**config.mk**
```make
export PLATFORM = sky130hd
export DESIGN_NAME = led_fault_status
export DESIGN_NICKNAME = d
export VERILOG_FILES = /design/src/rtl/led_fault_pkg.sv /design/src/rtl/fault_qualify.sv /design/src/rtl/fault_latch.sv /design/src/rtl/led_fault_status.sv
export SDC_FILE = /design/constraint.sdc
export NUM_CORES = 1
export LEC_CHECK = 0
export ABC_AREA = 0
export ABC_CLOCK_PERIOD_IN_PS = 1000
export BUFFER_PORTS_ARGS = -buffer_cell sky130_fd_sc_hd__buf_2
export CORE_AREA = 3 3 40 42
export CTS_CLUSTER_DIAMETER = 60
export CTS_CLUSTER_SIZE = 8
export DETAILED_ROUTE_END_ITERATION = 8
export DIE_AREA = 0 0 43 45
export HOLD_SLACK_MARGIN = 0.08
export PLACE_DENSITY_LB_ADDON = 0.08
export SLEW_MARGIN = 20
export SYNTH_ARGS = -nofsm -noshare
export SYNTH_HDL_FRONTEND = slang
export SYNTH_SLANG_ARGS = --single-unit
```
**constraint.sdc**
```tcl
create_clock -name clk -period 1 [get_ports clk]
set_input_delay 0.1 -clock clk [delete_from_list [all_inputs] [get_ports clk]]
set_output_delay 0.1 -clock clk [all_outputs]
set_load 0.01 [all_outputs]
```
**src/rtl/led_fault_pkg.sv**
```systemverilog
package led_fault_pkg;
  localparam int FLAG_OPEN  = 0;
  localparam int FLAG_SHORT = 1;
  localparam int FLAG_OT    = 2;
  localparam int FLAG_ANY   = 3;
  localparam int NUM_SRC    = 3;
  localparam int STAT_W     = 8;
  localparam int ID_W       = STAT_W - NUM_SRC - 1;

  // Assemble the status byte from the identifier and the three source flags.
  function automatic logic [STAT_W-1:0] pack_status(input logic [ID_W-1:0] id,
                                                    input logic [NUM_SRC-1:0] src);
    logic [STAT_W-1:0] b;
    b = '0;
    b[FLAG_OPEN]  = src[FLAG_OPEN];
    b[FLAG_SHORT] = src[FLAG_SHORT];
    b[FLAG_OT]    = src[FLAG_OT];
    b[FLAG_ANY]   = |src;
    b[STAT_W-1:FLAG_ANY+1] = id;
    return b;
  endfunction
endpackage

```
**src/rtl/fault_qualify.sv**
```systemverilog
module fault_qualify #(
  parameter int N_LANES = 4
) (
  input  logic [N_LANES-1:0] det,
  input  logic [N_LANES-1:0] lit,
  output logic               hit
);
  logic [N_LANES-1:0] gated;

  // A detector only counts while its lane is driven.
  for (genvar i = 0; i < N_LANES; i++) begin : g_lane
    assign gated[i] = det[i] & lit[i];
  end

  assign hit = |gated;
endmodule

```
**src/rtl/fault_latch.sv**
```systemverilog
module fault_latch (
  input  logic clk,
  input  logic rst_n,
  input  logic set_ev,
  input  logic clr,
  output logic q
);
  always_ff @(posedge clk) begin
    if (!rst_n)      q <= 1'b0;
    else if (set_ev) q <= 1'b1;   // event wins over clear
    else if (clr)    q <= 1'b0;
  end

  // an event beats a simultaneous clear
  a_r10_set_wins: assert property (@(posedge clk) disable iff (!rst_n)
    set_ev |=> q);
  // a clear with no event empties the flag
  a_r8_clear: assert property (@(posedge clk) disable iff (!rst_n)
    (clr && !set_ev) |=> !q);
  // a set flag stays set until cleared
  a_r2_sticky: assert property (@(posedge clk) disable iff (!rst_n)
    (q && !clr) |=> q);
endmodule

```
**src/rtl/led_fault_status.sv**
```systemverilog
module led_fault_status
  import led_fault_pkg::*;
#(
  parameter int              N_LANES = 4,
  parameter logic [ID_W-1:0] DEV_ID  = 4'hA
) (
  input  logic               clk,
  input  logic               rst_n,
  input  logic [N_LANES-1:0] led_on,
  input  logic [N_LANES-1:0] open_det,
  input  logic [N_LANES-1:0] short_det,
  input  logic               ot_det,
  input  logic               reg_rd,
  input  logic               reg_wr,
  input  logic               reg_wr_bcast,
  output logic [STAT_W-1:0]  rd_data
);
  logic               open_hit;
  logic               short_hit;
  logic               clr_any;
  logic [NUM_SRC-1:0] src_ev;
  logic [NUM_SRC-1:0] flag_q;

  fault_qualify #(.N_LANES(N_LANES)) u_open_q (
    .det(open_det), .lit(led_on), .hit(open_hit));
  fault_qualify #(.N_LANES(N_LANES)) u_short_q (
    .det(short_det), .lit(led_on), .hit(short_hit));

  // Local and broadcast writes take the same clearing path.
  assign clr_any = reg_wr | reg_wr_bcast;

  always_comb begin
    src_ev             = '0;
    src_ev[FLAG_OPEN]  = open_hit;
    src_ev[FLAG_SHORT] = short_hit;
    src_ev[FLAG_OT]    = ot_det;
  end

  for (genvar k = 0; k < NUM_SRC; k++) begin : g_flag
    fault_latch u_latch (
      .clk(clk), .rst_n(rst_n), .set_ev(src_ev[k]), .clr(clr_any), .q(flag_q[k]));
  end

  always_ff @(posedge clk) begin
    if (!rst_n)      rd_data <= pack_status(DEV_ID, '0);
    else if (reg_rd) rd_data <= pack_status(DEV_ID, flag_q);
  end

  // the open flag can only rise after a lit lane reported open
  a_r4_open_lit: assert property (@(posedge clk) disable iff (!rst_n)
    $rose(flag_q[FLAG_OPEN]) |-> $past(|(open_det & led_on)));
  // the short flag can only rise after a lit lane reported short
  a_r4_short_lit: assert property (@(posedge clk) disable iff (!rst_n)
    $rose(flag_q[FLAG_SHORT]) |-> $past(|(short_det & led_on)));
  // a broadcast write with no event empties every flag
  a_r9_bcast_clear: assert property (@(posedge clk) disable iff (!rst_n)
    (reg_wr_bcast && !open_hit && !short_hit && !ot_det) |=> (flag_q == '0));
  // rd_data holds between reads
  a_r7_hold: assert property (@(posedge clk) disable iff (!rst_n)
    !reg_rd |=> $stable(rd_data));
  // the summary bit follows the captured flags
  a_r6_summary: assert property (@(posedge clk) disable iff (!rst_n)
    reg_rd |=> (rd_data[FLAG_ANY] == (|$past(flag_q))));
endmodule

```
======== Yosys cells after proc, flatten, opt, wreduce, memory -nomap -nowiden ========
Index checks and enable logic that the tools add are counted.
Widths: inputs -> output; s select.
storage, ports and cells
  flip-flop bits (word level) ............. 7
  latch bits .............................. 0
  memory bits (writable) .................. 0
  ROM bits ................................ 0
  output and inout port bits .............. 8
  logic and storage cells ................. 23
  memories ................................ 0
cells by class
  add/sub/neg operators ................... 0
  $mul .................................... 0
  divide/modulo/power cells ............... 0
  $lt $le $gt $ge ......................... 0
  equal/unequal tests ..................... 0
  shift operators ......................... 0
  muxes and demuxes ....................... 4
  bitwise operators ....................... 9
  reductions and logical operators ........ 6
operators by type and width
  cell               number
  $and 1x1->1        8
  $reduce_or 4->1    2
  $reduce_bool 2->1  3
  $mux 1             4
  $reduce_or 3->1    1
  $or 1x1->1         1

======== Logic depth before layout (Yosys ltp) ========
  word-level depth ........................ 3
  gate-level depth with buffers ........... 3
  mapped depth without buffers ............ 2

======== Hierarchy ========
Synthesis repeated with hierarchy kept, for this count alone.
unflattened totals
  cell total of the unflattened synthesis .. 36
  area, all modules ....................... 360.3 sq um
by module, submodules not included
  module            instances  cells each  area each (sq um)  sequential area each (sq um)
  led_fault_status  1          21          198.9              80.1
  fault_latch       3          3           41.3               20.0
  fault_qualify     2          3           18.8               0.0

======== Worst setup path before layout ========
OpenSTA, ideal clock, no wires.
  path type ............................... register to register
  start ................................... register, netlist name g_flag[0].u_latch.q
  end ..................................... register g_flag[0].u_latch.q
  arrival ................................. 789 ps
  required time ........................... 926 ps
  setup slack ............................. 136 ps
  stages on the path, launching flop included .. 3
  cells stage by stage .................... dfxtp_1 or3b_1 a31oi_1
RTL lines
  item                    RTL line           source
  end signal: assignment  fault_latch.sv:9   if (!rst_n) q <= 1'b0;
  end signal: assignment  fault_latch.sv:10  else if (set_ev) q <= 1'b1;
  end signal: assignment  fault_latch.sv:11  else if (clr) q <= 1'b0;
  end: declaration        fault_latch.sv:6   output logic q

==> flow_summary.yaml <==
pwr:
  power.leakage_uw: 0.000231
  ir_drop_mv: 0.690
  p_int_uw: 507
  clkPwrFrac: 0.386
  switching_power_uw: 166
  switching_share: 0.247
  pwr-share-seq: 0.460
  power.density_nw_per_um2: 1490
  pwr-share-comb: 0.153
placement:
  place_area_um2: 414
  numPortBuffers: 21
  pre_cts_ws_ns: 0.0679
  gp_congestion: 0.672
global_route:
  grt_max_degree: 6
  grt_pass1_vias: 314
  grt_usage: 0.0942
  grt_util_met3: 0.0876
  grt_pass1_wl_um: 1280
  grt-ovfl-total: 0
  use_met2: 0.123
  grt.busiest_layer: "met2"
  grt_antenna_before_repair: 0
  grt_use_met1: 0.114
timing:
  slew_violations: 0
  finalWorstSetupSlack_ns: 0.0616
  clock_skew_ns: 0.00228
  finalHoldViolations: 0
  rsz0062_at_grt: "no"
  min_period_over_period: 0.938
  min_period_ns: 0.938
  fin_tns_setup_ns: 0
  final-setup-viol-count: 0
  fmaxAchievable_ghz: 1.07
synthesis:
  syn_area_per_cell_um2: 9.35
  netlist_instances: 34
  synth-seq-area-share: 0.441
  syn-cell-area_um2: 318
  synthDistinctLibCells: 15
  ys_warn_count: 0
  synth_seq_cells: 7
cts:
  h-tree-depth: 1
  cts_tree: "done"
  clk_pin_slew_ns: 0.05
  clk_path_buf_depth: 2
  cts-root-buf: "clkbuf_4"
  clock-sinks: 7
  clock_latency_ns: 0.25
  numCtsBuffers: 3
  cts_setup_buffers: 0
hold_path:
  hold_depth: 2
  hold_end: "g_flag[2].u_latch.q"
  hold_path.class: "input port to register"
  hp-start: "rst_n"
setup_path:
  crit_type: "register to register"
  cp_max_fo: 3
  r2r_start: "g_flag[0].u_latch.q"
  arrival_ns: 1.12
  rrSetupSlack_ns: 0.06
  r2r-end: "g_flag[0].u_latch.q"
  setup.worst_path.end_class: "register"
  rr_worst_depth: 2
  crit_required_ns: 1.18
  cp-start-kind: "register"
job:
  max-cap-violations: 0
final_layout:
  fin_nets: 76
  antennaDiodeCount: 0
  final_area_um2: 450
  drive_gt1_frac: 0.421
  syn2layout_area_growth_pct: 41.7
  final_common_cell: "buf_2"
  layout_common_cells: "21 x buf_2, 7 x dfxtp_1, 4 x a22oi_1, 4 x conb_1"
floorplan:
  fp-row-count: 13
  io-pin-count: 26
  core-area_um2: 1280
  fp.dieW_um: 43
  dieArea_um2: 1940
  die_h_um: 45
  initial_core_util: 0.247
routing:
  drcViolationCount: 0
  via_per_inst: 4.26
  post_drt_wl_per_cell_um: 10.4
  drt_iter0_drc: 2
  drt_pre_antenna_iters: 3
  wl_um: 748
  vias: 307
  final_antenna_net_count: 0
run_status:
  outcome: "finished clean"
repair_timing:
action,4_1_cts,5_1_grt
hold buffers,1,0
gates resized for setup,0,0
endpoints found under the hold margin,1,0
through the flow:
| step | cells | total power (µW) | utilization | hold WS [ns] |
|---|---|---|---|---|
| after floorplan | 36 | 375 | - | 0.218 |
| after global placement | 67 | 416 | 0.322 | 0.311 |
| after detailed placement | 67 | 417 | 0.322 | 0.318 |
| after CTS | 72 | 684 | 0.351 | 0.0863 |
| after global routing | 72 | 740 | 0.351 | 0.0810 |
| final | 72 | 673 | 0.351 | 0.0884 |
final cells by class:
type,count,area [µm²]
Tap cell,15,18.8
Fill cell,147,835
Timing Repair Buffer,22,115
Inverter,1,3.75
Sequential cell,7,140
Clock buffer,4,26.3
Multi-Input combinational cell,23,146
power groups by stage:
stage	clock [µW]	sequential (µW)	combinational, µW
CTS	270	310	104
global route	312	313	115
floorplan	0	318	57.2
finish	260	310	103
global placement	0	315	101
detailed placement	0	316	101
routing by layer:
layer	wire length, µm	vias to the layer above
met3	142	0
li1	-	157
met5	0	-
met1	312	126
met4	0	0
met2	293	24
logic make-up (layout without fill, tap and decap cells):
| kind of cell | Yosys count | count (layout) | share of synthesized area |
|---|---|---|---|
| compound gates | 9 | 9 | 0.189 |
| simple gates | 7 | 7 | 0.130 |
| buf+inv | 6 | 27 | 0.122 |
| mux | 3 | 3 | 0.0945 |
| other cells | 2 | 4 | 0.0236 |
| flops | 7 | 7 | 0.441 |
state kept, by name, indices dropped and copies added (netlist names):
| signal | flops |
|---|---|
| g_flag.u_latch.q | 3 |
| rd_data | 4 |
how the worst max path moves through the flow:
stage / start / depth (start not counted) / to / slack [ns]
detailed placement: g_flag[0].u_latch.q / 2 / g_flag[0].u_latch.q / 0.07
CTS: g_flag[0].u_latch.q / 2 / g_flag[0].u_latch.q / 0.06
finish: g_flag[0].u_latch.q / 2 / g_flag[0].u_latch.q / 0.06
global route: g_flag[0].u_latch.q / 2 / g_flag[0].u_latch.q / 0.03
floorplan: g_flag[0].u_latch.q / 2 / g_flag[0].u_latch.q / 0.14
global placement: g_flag[0].u_latch.q / 2 / g_flag[0].u_latch.q / 0.11
Yosys cell counts:
cell | count | area, µm²
o21ai_0 | 1 | 5.00
clkbuf_2 | 1 | 5.00
mux2i_1 | 3 | 30.0
conb_1 | 2 | 7.51
dfxtp_1 | 7 | 140
or3b_1 | 2 | 17.5
buf_4 | 4 | 30.0
inv_1 | 1 | 3.75
nor3b_1 | 1 | 7.51
a21oi_1 | 1 | 5.00
o21a_1 | 1 | 7.51
a31oi_1 | 2 | 12.5
nor3_1 | 1 | 5.00
a22oi_1 | 4 | 30.0
nor2_1 | 3 | 11.3
worst max-delay path, stage by stage (launching register included):
cell and delay (ns):
dfxtp_1 0.35, or3b_1 0.36, a31oi_1 0.16
Power figures use the tool's default switching activity.
